==> src/rtl/lsd_pkg.sv <==
package lsd_pkg;
   typedef enum logic [2:0] {
      LS_UNKNOWN    = 3'd0,
      LS_QUIET      = 3'd1,
      LS_HALT       = 3'd2,
      LS_MASTER     = 3'd3,
      LS_IDLE       = 3'd4,
      LS_SUPER_IDLE = 3'd5,
      LS_NOISE      = 3'd6,
      LS_ACTIVE     = 3'd7
   } line_state_e;

   typedef enum logic [2:0] {
      PC_NONE  = 3'd0,
      PC_OTHER = 3'd1,
      PC_QQ    = 3'd2,
      PC_HH    = 3'd3,
      PC_HQ    = 3'd4,
      PC_II    = 3'd5,
      PC_JK    = 3'd6
   } pair_class_e;

   localparam logic [4:0] SYM_Q = 5'b00000;
   localparam logic [4:0] SYM_I = 5'b11111;
   localparam logic [4:0] SYM_H = 5'b00100;
   localparam logic [4:0] SYM_J = 5'b11000;
   localparam logic [4:0] SYM_K = 5'b10001;
endpackage

==> src/rtl/lsd_pair_class.sv <==
module lsd_pair_class
   import lsd_pkg::*;
#(
   parameter int SYM_W = 5
) (
   input  logic [2*SYM_W-1:0] pair,
   input  logic               force_quiet,
   output pair_class_e        cls
);
   logic [SYM_W-1:0] first_sym;
   logic [SYM_W-1:0] second_sym;

   assign first_sym  = pair[2*SYM_W-1:SYM_W];
   assign second_sym = pair[SYM_W-1:0];

   always_comb begin
      if (force_quiet)
         cls = PC_QQ;
      else if (first_sym == SYM_Q && second_sym == SYM_Q)
         cls = PC_QQ;
      else if (first_sym == SYM_H && second_sym == SYM_H)
         cls = PC_HH;
      else if (first_sym == SYM_H && second_sym == SYM_Q)
         cls = PC_HQ;
      else if (first_sym == SYM_I && second_sym == SYM_I)
         cls = PC_II;
      else if (first_sym == SYM_J && second_sym == SYM_K)
         cls = PC_JK;
      else
         cls = PC_OTHER;
   end
endmodule

==> src/rtl/lsd_run_track.sv <==
module lsd_run_track
   import lsd_pkg::*;
#(
   parameter int RUN_MAX = 9,
   localparam int CNT_W  = $clog2(RUN_MAX + 1)
) (
   input  logic             clk,
   input  logic             rst_n,
   input  logic             clear,
   input  logic             adv,
   input  pair_class_e      cls,
   output logic [CNT_W-1:0] run_next
);
   pair_class_e      prev_q;
   logic [CNT_W-1:0] run_q;

   always_comb begin
      if (cls != prev_q)
         run_next = CNT_W'(1);
      else if (run_q == CNT_W'(RUN_MAX))
         run_next = run_q;
      else
         run_next = run_q + CNT_W'(1);
   end

   always_ff @(posedge clk or negedge rst_n) begin
      if (!rst_n) begin
         prev_q <= PC_NONE;
         run_q  <= '0;
      end else if (clear) begin
         prev_q <= PC_NONE;
         run_q  <= '0;
      end else if (adv) begin
         prev_q <= cls;
         run_q  <= run_next;
      end
   end
endmodule

==> src/rtl/lsd_state_fsm.sv <==
module lsd_state_fsm
   import lsd_pkg::*;
#(
   parameter int QUIET_RUN  = 8,
   parameter int HALT_RUN   = 8,
   parameter int MASTER_RUN = 8,
   parameter int IDLE_RUN   = 2,
   parameter int SIDLE_RUN  = 8,
   parameter int SIDLE_SLACK = 1,
   parameter int NOISE_RUN  = 16,
   parameter int CNT_W      = 4,
   localparam int NZ_W      = $clog2(NOISE_RUN + 1)
) (
   input  logic             clk,
   input  logic             rst_n,
   input  logic             run_en,
   input  logic             adv,
   input  logic             loss,
   input  pair_class_e      cls,
   input  logic [CNT_W-1:0] run_next,
   output line_state_e      st,
   output logic             no_sig,
   output logic             jk_pulse
);
   localparam int SI_ENTRY = SIDLE_RUN + SIDLE_SLACK;

   line_state_e     st_q, st_d, tgt;
   logic [NZ_W-1:0] noise_q, noise_d, noise_inc;
   logic            nsd_q, nsd_d, jk_q, jk_d;
   logic            hit, fits;

   always_comb begin
      hit = 1'b1;
      tgt = st_q;
      if (cls == PC_JK)
         tgt = LS_ACTIVE;
      else if (cls == PC_QQ && run_next >= CNT_W'(QUIET_RUN))
         tgt = LS_QUIET;
      else if (cls == PC_HH && run_next >= CNT_W'(HALT_RUN))
         tgt = LS_HALT;
      else if (cls == PC_HQ && run_next >= CNT_W'(MASTER_RUN))
         tgt = LS_MASTER;
      else if (cls == PC_II && run_next >= CNT_W'(SI_ENTRY))
         tgt = LS_SUPER_IDLE;
      else if (cls == PC_II && run_next >= CNT_W'(IDLE_RUN))
         tgt = LS_IDLE;
      else
         hit = 1'b0;
   end

   always_comb begin
      case (st_q)
         LS_ACTIVE:                fits = 1'b1;
         LS_QUIET:                 fits = (cls == PC_QQ);
         LS_HALT:                  fits = (cls == PC_HH);
         LS_MASTER:                fits = (cls == PC_HQ);
         LS_IDLE, LS_SUPER_IDLE:   fits = (cls == PC_II);
         default:                  fits = 1'b0;
      endcase
   end

   assign noise_inc = (noise_q == NZ_W'(NOISE_RUN)) ? noise_q : noise_q + NZ_W'(1);

   always_comb begin
      st_d    = st_q;
      noise_d = noise_q;
      nsd_d   = nsd_q;
      jk_d    = 1'b0;
      if (adv) begin
         if (hit) begin
            st_d    = tgt;
            noise_d = '0;
         end else if (fits) begin
            noise_d = '0;
         end else begin
            noise_d = noise_inc;
            st_d    = (st_q == LS_NOISE || noise_inc == NZ_W'(NOISE_RUN))
                      ? LS_NOISE : LS_UNKNOWN;
         end
         jk_d  = (cls == PC_JK);
         nsd_d = loss && (st_d == LS_QUIET);
      end
   end

   always_ff @(posedge clk or negedge rst_n) begin
      if (!rst_n) begin
         st_q    <= LS_UNKNOWN;
         noise_q <= '0;
         nsd_q   <= 1'b1;
         jk_q    <= 1'b0;
      end else if (!run_en) begin
         st_q    <= LS_UNKNOWN;
         noise_q <= '0;
         nsd_q   <= 1'b1;
         jk_q    <= 1'b0;
      end else begin
         st_q    <= st_d;
         noise_q <= noise_d;
         nsd_q   <= nsd_d;
         jk_q    <= jk_d;
      end
   end

   assign st       = st_q;
   assign no_sig   = nsd_q;
   assign jk_pulse = jk_q;
endmodule

==> src/rtl/symbol_line_state_det.sv <==
module symbol_line_state_det
   import lsd_pkg::*;
#(
   parameter int SYM_W       = 5,
   parameter int QUIET_RUN   = 8,
   parameter int HALT_RUN    = 8,
   parameter int MASTER_RUN  = 8,
   parameter int IDLE_RUN    = 2,
   parameter int SIDLE_RUN   = 8,
   parameter int SIDLE_SLACK = 1,
   parameter int NOISE_RUN   = 16,
   parameter bit ONEHOT_OUT  = 1'b0,
   localparam int ST_OUT_W   = ONEHOT_OUT ? 8 : 3
) (
   input  logic                clk,
   input  logic                rst_n,
   input  logic                run_en,
   input  logic                sig_det,
   input  logic                clk_det,
   input  logic                pair_vld,
   input  logic [2*SYM_W-1:0]  pair,
   output logic [ST_OUT_W-1:0] line_state,
   output logic                no_sig,
   output logic                jk_pulse
);
   localparam int MAX_QH  = (QUIET_RUN > HALT_RUN) ? QUIET_RUN : HALT_RUN;
   localparam int MAX_QHM = (MAX_QH > MASTER_RUN) ? MAX_QH : MASTER_RUN;
   localparam int SI_ENT  = SIDLE_RUN + SIDLE_SLACK;
   localparam int RUN_MAX = (MAX_QHM > SI_ENT) ? MAX_QHM : SI_ENT;
   localparam int CNT_W   = $clog2(RUN_MAX + 1);

   initial begin
      assert (SYM_W == 5) else $error("symbol width must be 5");
      assert (IDLE_RUN >= 1 && IDLE_RUN < SI_ENT)
         else $error("idle run must be below super idle entry");
      assert (NOISE_RUN >= 2) else $error("noise run too short");
      assert (QUIET_RUN >= 1 && HALT_RUN >= 1 && MASTER_RUN >= 1)
         else $error("run lengths must be positive");
   end

   pair_class_e      cls;
   logic             loss;
   logic             adv;
   logic [CNT_W-1:0] run_next;
   line_state_e      st;

   assign loss = !sig_det || !clk_det;
   assign adv  = pair_vld && run_en;

   lsd_pair_class #(.SYM_W(SYM_W)) u_class (
      .pair        (pair),
      .force_quiet (loss),
      .cls         (cls)
   );

   lsd_run_track #(.RUN_MAX(RUN_MAX)) u_run (
      .clk      (clk),
      .rst_n    (rst_n),
      .clear    (!run_en),
      .adv      (adv),
      .cls      (cls),
      .run_next (run_next)
   );

   lsd_state_fsm #(
      .QUIET_RUN   (QUIET_RUN),
      .HALT_RUN    (HALT_RUN),
      .MASTER_RUN  (MASTER_RUN),
      .IDLE_RUN    (IDLE_RUN),
      .SIDLE_RUN   (SIDLE_RUN),
      .SIDLE_SLACK (SIDLE_SLACK),
      .NOISE_RUN   (NOISE_RUN),
      .CNT_W       (CNT_W)
   ) u_fsm (
      .clk      (clk),
      .rst_n    (rst_n),
      .run_en   (run_en),
      .adv      (adv),
      .loss     (loss),
      .cls      (cls),
      .run_next (run_next),
      .st       (st),
      .no_sig   (no_sig),
      .jk_pulse (jk_pulse)
   );

   generate
      if (ONEHOT_OUT) begin : g_onehot
         assign line_state = ST_OUT_W'(1) << st;
      end else begin : g_encoded
         assign line_state = st;
      end
   endgenerate
endmodule

==> config.mk <==
export PLATFORM = sky130hd
export DESIGN_NAME = symbol_line_state_det
export DESIGN_NICKNAME = d
export VERILOG_FILES = /design/src/rtl/lsd_pkg.sv /design/src/rtl/lsd_pair_class.sv /design/src/rtl/lsd_run_track.sv /design/src/rtl/lsd_state_fsm.sv /design/src/rtl/symbol_line_state_det.sv
export SDC_FILE = /design/constraint.sdc
export NUM_CORES = 1
export LEC_CHECK = 0
export ABC_AREA = 0
export BUFFER_PORTS_ARGS = -buffer_cell sky130_fd_sc_hd__buf_2
export CORE_MARGIN = 2
export CORE_UTILIZATION = 57
export CTS_BUF_LIST = sky130_fd_sc_hd__clkbuf_8 sky130_fd_sc_hd__clkbuf_16
export CTS_CLUSTER_SIZE = 25
export DETAILED_ROUTE_END_ITERATION = 8
export GPL_TIMING_DRIVEN = 0
export PLACE_DENSITY_LB_ADDON = 0.12
export SLEW_MARGIN = 20
export SYNTH_ARGS = -nofsm -noshare
export SYNTH_HDL_FRONTEND = slang
export SYNTH_SLANG_ARGS = --single-unit
==> constraint.sdc <==
create_clock -name clk -period 2.85 [get_ports clk]
set_input_delay 0.1425 -clock clk [delete_from_list [all_inputs] [get_ports clk]]
set_output_delay 0.1425 -clock clk [all_outputs]
set_load 0.01 [all_outputs]
==> results of run 1 <==
## cell usage in the layout (no fill, tap or decap), types with 3 or more instances in the layout
cell type,count
inv_1,4
nor3_1,4
nand4_1,5
clkbuf_1,3
and2b_2,3
nand2_1,24
o21ai_0,8
o31ai_1,3
and2_1,3
buf_2,19
a21oi_1,5
ha_1,4
dfrtp_1,16
nand3_1,8
xnor2_1,3
nor2_1,9
a31oi_1,4
clkbuf_8,3
nand4b_1,3
## layout make-up
type / count / area [um^2]
Multi-Input combinational cell: 146 / 1080
Fill cell: 215 / 792
Sequential cell: 17 / 427
Timing Repair Buffer: 20 / 105
Clock buffer: 3 / 41.3
Buffer: 5 / 37.5
Tap cell: 30 / 37.5
Inverter: 5 / 18.8
Clock inverter: 1 / 5.00
## flip-flops by register name, indices dropped and copies added (netlist names)
name	count
u_run.prev_q	3
u_fsm.noise_q	5
u_fsm.st	3
u_fsm.jk_pulse	1
u_fsm.no_sig	1
u_run.run_q	4
## power by group through the flow
stage / sequential [mW] / combinational, mW / clock, mW
after floorplan: 0.276 / 0.101 / 0
final: 0.276 / 0.150 / 0.189
after CTS: 0.275 / 0.148 / 0.189
after global routing: 0.277 / 0.165 / 0.198
after global placement: 0.278 / 0.140 / 0
after detailed placement: 0.280 / 0.147 / 0
## kinds of logic (layout without fill, tap and decap cells)
| logic type | Yosys count | count (layout) | share of synthesized area [%] |
|---|---|---|---|
| AND/OR/NAND/NOR | 87 | 87 | 34.8 |
| AO/OA/AOI/OAI | 45 | 45 | 23.6 |
| flip-flops | 17 | 17 | 27.3 |
| buffers and inverters | 10 | 34 | 3.60 |
| XOR/XNOR | 6 | 6 | 4.56 |
| adder cells (fa/ha/maj) | 4 | 4 | 3.20 |
| multiplexers | 4 | 4 | 2.96 |
## worst paths after layout
path / slack [ns] / cells after the start / from / endpoint
hold / removal: 0.18 / 3 / pair_vld / u_fsm.jk_pulse
min in group asynchronous: 0.33 / 2 / rst_n / u_fsm.st[0]
hold reg to reg: 0.55 / 2 / u_fsm.no_sig / u_fsm.no_sig
max in group asynchronous: 2.21 / 2 / rst_n / u_fsm.no_sig
setup / recovery: 0.36 / 7 / u_run.run_q[0] / u_fsm.noise_q[2]
setup reg to reg: 0.36 / 7 / u_run.run_q[0] / u_fsm.noise_q[2]
## routing by layer
layer	GRT usage, %	vias up	wire, um
li1	-	722	-
met1	32.5	676	1650
met2	36.1	51	1640
met3	2.76	6	163
met4	6.80	0	46
met5	0	-	0
## critical path, stage by stage (launching register included)
cell     delay, ns
dfrtp_1       0.47
ha_1          0.39
and4b_1       0.20
o21ai_0       0.26
a21oi_1       0.15
o31ai_4       0.41
nor2_2        0.13
a221o_1       0.36
==> impl_metrics.yaml, run 1 <==
run_status:
  status: "complete, no violations"
cts:
  post_cts_resized: 0
  cts-root-buf: "clkbuf_8"
  clockBufferDepth: 2
  hold_buffers: 1
  cts_sinks: 17
  cts_tree: "built"
  clk_pin_slew_ns: 0.07
  cts_max_level: 1
  cts-buffers-inserted: 3
  post_cts_buffers: 0
  clk_latency_ns: 0.25
place:
  routabilityCongestion: 0.844
  dp_cells: 222
  postPlaceCellArea_um2: 1700
  post-place-ws_ns: 0.226
  dp_hpwl_um: 2660
  portBuffers: 19
worst_setup_path:
  cp_max_fo: 8
  cp-start-kind: "flip-flop"
  cp-end-kind: "flip-flop"
  crit_type: "reg2reg"
  cp_data_arrival_time_ns: 2.63
  required_ns: 2.99
die:
  dieArea_um2: 3180
  io_pins: 21
  die_height_um: 56.4
  core_um2: 2540
  start_util_pct: 61.5
  die_w_um: 56.4
  row_count: 18
pwr:
  p_leak_nw: 0.699
  power_mw: 0.615
  netSwitchingPower_mw: 0.195
  seqPwrFrac_pct: 44.9
  pwr-share-clk_pct: 30.7
  switching_share_pct: 31.7
  p_comb_share_pct: 24.4
  ir_drop_mv: 0.292
  p_per_area_nw_per_um2: 351
  intPower_mw: 0.420
worst_hold_path:
  hold_path.class: "in2reg"
synthesis:
  synth_cell_type_count: 67
  synthesis.area_um2: 1560
  yosys.area.top_type_share_pct: 25.6
  synth_most_common_cell: "nand2_1"
  synth-seq-cells: 17
  async_reset_ff_share_pct: 100
  synth-main-ff-cell: "dfrtp_1"
  synth_top_cells_by_count: "nand2_1 (24), dfrtp_1 (16), nor2_1 (9)"
  syn-mean-instance-area_um2: 9.04
  syn_nets: 193
  yosys_warnings: 0
  ys_top_cells_by_area: "dfrtp_1 (26%), nand2_1 (5.8%), ha_1 (3.2%)"
  postSynthCellCount: 173
  synth_edf_count: 0
  synth_area_leader_cell: "dfrtp_1"
  yosysSeqAreaShare_pct: 27.3
route:
  wirelength_um: 3500
  dr.pass1.iters: 4
  drcViolationCount: 0
  wire_per_inst_um: 15.4
  antenna_left: 0
  drtIter0Drc: 65
  vias_per_cell: 6.41
  dr_total_vias: 1455
global_routing:
  grt_pass1_vias: 1340
  grt_max_degree: 18
  grt_pass1_wl_um: 5890
  grt_overflow_total: 0
  antenna_found_initial: 0
  grt.total_usage_pct: 22.8
timing:
  finalMaxSlewViolations: 0
  setup_viol: 0
  holdWs_ns: 0.180
  max_freq_mhz: 402
  tns_ns: 0
  worst_pin_slew_ns: 0.628
  timing.final.crit_share_pct: 87.2
  clock-skew-final_ns: 0.00306
  hold_violations: 0
  worst_slack_ns: 0.365
  grt_setup_unrepaired: "no"
  fin_crit_ns: 2.49
  relSlewSlack_pct: 57.8
final_layout:
  area_growth_pct: 12.1
  utilization_pct: 68.9
  final_cells: 227
  drive_gt1_share_pct: 21.8
  nets: 218
  diodes: 0
  final_area_um2: 1750
job:
  drv_cap: 0
Note: power is estimated with default switching activity, not from simulation.
==> inputs of run 2 (changes only) <==
--- a/config.mk
+++ b/config.mk
@@ -17,4 +17,5 @@
 export SLEW_MARGIN = 20
 export SYNTH_ARGS = -nofsm -noshare
 export SYNTH_HDL_FRONTEND = slang
+export SYNTH_HIERARCHICAL = 1
 export SYNTH_SLANG_ARGS = --single-unit
==> impl_metrics.yaml, run 2 <==
cts:
  cts_sinks: 17
  cts_tree: "built"
  cts-buffers-inserted: 3
  cts_max_level: 1
  clk_latency_ns: 0.25
  clk_pin_slew_ns: 0.07
  clockBufferDepth: 2
  cts-root-buf: "clkbuf_8"
final_layout:
  nFillCells: 177
  drive_gt1_share_pct: 30.7
  utilization_pct: 74.2
  diodes: 0
  nets: 226
  regMostFlops: "u_fsm/noise_q"
  top_regs: "u_fsm/noise_q: 5 flops, u_run/run_q: 4 flops"
  largest_register_ffs: 5
  layout_common_cells: "buf_2 (23), dfrtp_1 (16), nand2_1 (12)"
  final_cells: 235
  mostFrequentLayoutCell: "buf_2"
  area_growth_pct: 21.4
timing:
  timing.final.crit_share_pct: 96.3
  relSlewSlack_pct: 64.0
  finalMaxSlewViolations: 0
  worst_pin_slew_ns: 0.541
  hold_violations: 0
  fin_crit_ns: 2.74
  max_freq_mhz: 364
  clock-skew-final_ns: 0.000567
  setup_viol: 0
synthesis:
  synth-simple-area-share_pct: 30.7
  synth_area_leader_cell: "dfrtp_1"
  syn_nets: 194
  synthesis.area_um2: 1530
  postSynthCellCount: 174
  synth_cell_type_count: 62
  synth_mux_area_share_pct: 3.68
  ys_top_cells_by_area: "dfrtp_1 (26%), ha_1 (3.3%), nand3_1 (3.3%)"
  async_reset_ff_share_pct: 100
  synth-main-ff-cell: "dfrtp_1"
  synth_most_common_cell: "dfrtp_1"
  yosys_warnings: 6
  synthXorXnorAreaFrac_pct: 4.58
  synth-compound-area-share_pct: 25.4
  synth_top_cells_by_count: "dfrtp_1 (16), nand2_1 (12), inv_1 (10), nand3_1 (10), nor2_1 (10)"
  synth_top_family_by_area: "simple AND/OR/NAND/NOR gates"
  synth-seq-cells: 17
  synth_fa_ha_area_share_pct: 3.27
  yosys.area.top_type_share_pct: 26.2
  synth_edf_count: 0
  yosysSeqAreaShare_pct: 27.9
  syn-mean-instance-area_um2: 8.79
pwr:
  power_mw: 0.627
  netSwitchingPower_mw: 0.196
  ir_drop_mv: 0.305
  p_comb_share_pct: 26.3
  pwr-share-clk_pct: 29.6
  switching_share_pct: 31.3
  intPower_mw: 0.431
  p_leak_nw: 0.775
  p_per_area_nw_per_um2: 338
  seqPwrFrac_pct: 44.1
worst_setup_path:
  cp-end-kind: "flip-flop"
  cp_data_arrival_time_ns: 2.94
  required_ns: 3.05
  cp-start-kind: "input port"
  crit_type: "in2reg"
  cp_max_fo: 6
route:
  dr.pass1.iters: 5
  drtIter0Drc: 85
  wirelength_um: 3940
  antenna_left: 0
  vias_per_cell: 6.17
  wire_per_inst_um: 16.8
  drcViolationCount: 0
  dr_total_vias: 1451
place:
  dp_hpwl_um: 2620
  dp_cells: 224
  portBuffers: 20
  routabilityCongestion: 0.898
global_routing:
  grt_pass1_vias: 1454
  grt.total_usage_pct: 24.6
  grt_overflow_total: 0
  antenna_found_initial: 0
  grt_max_degree: 18
  grt_pass1_wl_um: 6180
run_status:
  status: "complete, no violations"
die:
  core_um2: 2500
  die_height_um: 55.8
  io_pins: 21
  row_count: 18
  die_w_um: 55.8
  start_util_pct: 61.2
  dieArea_um2: 3110
job:
  drv_cap: 0
worst_hold_path:
  hold_path.class: "in2reg"
==> run 2: cell types whose count changed after synthesis, sizes merged, moves of 3 or more <==
cell / delta
and2b: -3
o21a: +3
a211oi: +3
o31ai: -3
nand4b: -3
nand2b: +5
nand3b: +3
nand2: -10
inv: +6
and2: +3
==> run 2: cell families after synthesis <==
| family | count (synthesis) |
|---|---|
| flops | 17 |
| mux | 5 |
| compound gates | 47 |
| buf+inv | 17 |
| xor+xnor | 8 |
| fa+ha+maj | 4 |
| simple gates | 76 |
==> run 2: stage by stage <==
step           cell area, um^2  TNS [ns]  worst slack, ns  hold WS (ns)
2_1_floorplan             1530         0          0.00873        -0.153
3_3_place_gp              1670     -2.49           -0.464        0.0864
3_5_place_dp              1670     -3.33           -0.560        0.0964
4_1_cts                   1750         0          0.00210         0.196
5_1_grt                   1860   -0.0389          -0.0180         0.208
6_report                  1860         0            0.106         0.214
==> run 2: cell type report <==
class	instances	area (um^2)	area share, %
multi-input cells	140	1120	60.2
flip-flops and latches	17	427	23.0
repair buffers	27	159	8.56
clock buffers	3	41.3	2.23
inverters	10	37.5	2.02
well taps	30	37.5	2.02
plain buffers	7	31.3	1.69
clock inverters	1	5.00	0.270
==> run 2: power groups by stage <==
stage / sequential [mW] / combinational (mW) / clock [mW]
final: 0.276 / 0.165 / 0.186
after CTS: 0.274 / 0.155 / 0.192
after global routing: 0.278 / 0.181 / 0.201
after detailed placement: 0.279 / 0.147 / 0
after global placement: 0.278 / 0.137 / 0
after floorplan: 0.275 / 0.103 / 0
==> run 2: worst paths after layout <==
| path | slack, ns | end | start | cells past startpoint |
|---|---|---|---|---|
| setup reg to reg | 0.17 | u_fsm/noise_q[2] | u_run/run_q[1] | 12 |
| setup / recovery | 0.11 | u_fsm/noise_q[2] | pair[1] | 14 |
| max in group asynchronous | 2.18 | u_fsm/no_sig | rst_n | 2 |
| hold reg to reg | 0.62 | u_run/prev_q[2] | u_run/prev_q[2] | 2 |
| min in group asynchronous | 0.35 | u_run/run_q[2] | rst_n | 2 |
| hold / removal | 0.21 | u_fsm/st[1] | run_en | 3 |
==> run 2: worst max-delay path: stages <==
cell and delay, ns:
buf_2 0.12, nor4_4 0.30, and2b_2 0.23, a21boi_2 0.20, o21a_4 0.17, xor2_2 0.19
nor3_4 0.09, and2_2 0.19, o21a_1 0.22, o311ai_4 0.36, nand4_1 0.16, buf_4 0.19
o31ai_1 0.21, a22o_1 0.17
==> run 2: repair_timing <==
item / 4_1_cts / 5_1_grt
hold endpoints to repair: 16 / 0
setup endpoints to repair: 7 / 7
buffers inserted: 3 / 3
hold buffers: 1 / 0
pin swaps: 2 / 6
resized for setup: 2 / 15
==> run 2: layer usage <==
metal,global-route usage (%),vias to the layer above,wire length [um]
li1,-,706,-
met1,28.8,666,1660
met2,45.2,68,1980
met3,2.33,11,220
met4,10.5,0,91
met5,0,-,0
==> inputs of run 3 (changes only) <==
--- a/config.mk
+++ b/config.mk
@@ -7,6 +7,7 @@
 export LEC_CHECK = 0
 export ABC_AREA = 0
 export BUFFER_PORTS_ARGS = -buffer_cell sky130_fd_sc_hd__buf_2
+export CORE_ASPECT_RATIO = 1.4
 export CORE_MARGIN = 2
 export CORE_UTILIZATION = 57
 export CTS_BUF_LIST = sky130_fd_sc_hd__clkbuf_8 sky130_fd_sc_hd__clkbuf_16
==> impl_metrics.yaml, run 3 (synthesized netlist as in run 2, its figures left out) <==
timing:
  worst_pin_slew_ns: 0.532
  finalMaxSlewViolations: 0
  max_freq_mhz: 364
  holdWs_ns: 0.221
  timing.final.crit_share_pct: 96.4
  relSlewSlack_pct: 64.5
  hold_violations: 0
  setup_viol: 0
  fin_crit_ns: 2.75
  clock-skew-final_ns: 0.00374
worst_hold_path:
  worstHoldEndpoint: "u_fsm/st[0]"
  hold_path_depth: 3
  hp-start: "run_en"
  hold_path.class: "in2reg"
worst_setup_path:
  cp_max_fo: 9
  cp_data_arrival_time_ns: 2.94
  ff2ff_path_depth: 12
  cp-start-kind: "input port"
  reg2reg_to: "u_fsm/noise_q[4]"
  required_ns: 3.04
  r2r_slack_ns: 0.13
  r2r_start: "u_run/run_q[1]"
  crit_type: "in2reg"
  cp-end-kind: "flip-flop"
route:
  dr.pass1.iters: 4
  wire_per_inst_um: 14.8
  antenna_left: 0
  drtIter0Drc: 36
  drcViolationCount: 0
  vias_per_cell: 5.96
  wirelength_um: 3540
  dr_total_vias: 1424
die:
  start_util_pct: 59.1
  die_height_um: 65.3
  row_count: 22
  dieArea_um2: 3120
  core_um2: 2590
  die_w_um: 47.8
  io_pins: 21
cts:
  cts-buffers-inserted: 3
  cts_max_level: 1
  cts-root-buf: "clkbuf_8"
  clockBufferDepth: 2
  cts_tree: "built"
  cts_sinks: 17
  clk_latency_ns: 0.25
  clk_pin_slew_ns: 0.07
final_layout:
  mostFrequentLayoutCell: "buf_2"
  layout_common_cells: "buf_2 (23), dfrtp_1 (16), nand2_1 (12)"
  nets: 224
  final_area_um2: 1820
  top_regs: "u_fsm/noise_q: 5 flops, u_run/run_q: 4 flops"
  largest_register_ffs: 5
  final_cells: 239
  regMostFlops: "u_fsm/noise_q"
  diodes: 0
  utilization_pct: 70.3
  area_growth_pct: 18.9
  drive_gt1_share_pct: 28.6
place:
  portBuffers: 20
  dp_cells: 230
  dp_hpwl_um: 2570
  postPlaceCellArea_um2: 1670
  routabilityCongestion: 0.867
run_status:
  status: "complete, no violations"
pwr:
  ir_drop_mv: 0.402
  power_mw: 0.620
  p_per_area_nw_per_um2: 341
  p_leak_nw: 0.764
global_routing:
  grt_pass1_vias: 1376
  grt_pass1_wl_um: 5950
  grt.total_usage_pct: 25.5
  antenna_found_initial: 0
  grt_max_degree: 18
  grt_overflow_total: 0
job:
  drv_cap: 0
## run 3: worst max-delay path: stages
cell	delay, ns
buf_2	0.12
nor4_4	0.28
and2b_2	0.22
a21boi_2	0.17
o21a_4	0.21
xor2_2	0.19
nor3_4	0.08
and2_2	0.20
o21a_1	0.21
o311ai_4	0.32
nand4_1	0.14
buf_4	0.18
nor4_1	0.30
a221o_1	0.16
## run 3: report_power, final
group,internal [mW],switching [mW]
sequential,0.255,0.0214
clock,0.0970,0.0886
combinational,0.0757,0.0823
total,0.428,0.192
## run 3: per-stage QoR
step,worst slack (ns),setup TNS [ns]
2_1_floorplan,0.00873,0
3_5_place_dp,-0.617,-3.76
3_3_place_gp,-0.522,-2.78
6_report,0.103,0
4_1_cts,0.0581,0
5_1_grt,-0.0138,-0.0147
## run 3: cell type report
class                      instances  area [um^2]
clock inverter                     1         5.00
multi-input combinational        140         1090
timing repair buffer              25          140
fill                             226          769
clock buffer                       3         41.3
tap                               36         45.0
inverter                          10         37.5
sequential                        17          427
buffer                             7         31.3
## run 3: per-layer routing
layer | vias up | GRT usage, % | share of wire, %
met5 | - | 0 | 0
met4 | 0 | 6.42 | 0.48
met3 | 2 | 2.75 | 2.2
met2 | 17 | 44.5 | 54
met1 | 699 | 31.9 | 43
li1 | 706 | - | -
## run 3: how the worst max path moves through the flow
stage,slack (ns),cells past startpoint,endpoint,from
after floorplan,0.009,12,u_fsm/no_sig,pair[1]
after global placement,-0.52,13,u_fsm/no_sig,pair[8]
after detailed placement,-0.62,13,u_fsm/no_sig,pair[8]
after CTS,0.06,13,u_fsm/no_sig,pair[1]
after global routing,-0.01,13,u_fsm/no_sig,pair[1]
final,0.10,14,u_fsm/noise_q[4],pair[1]
## run 3: timing repair
| action | in CTS | in global routing |
|---|---|---|
| resized for setup | 3 | 9 |
| pin swaps | 2 | 1 |
| cloned | 0 | 0 |
| endpoints found under the setup margin | 7 | 7 |
| hold buffers | 1 | 0 |
| hold endpoints to repair | 16 | 0 |
| buffers inserted | 3 | 1 |
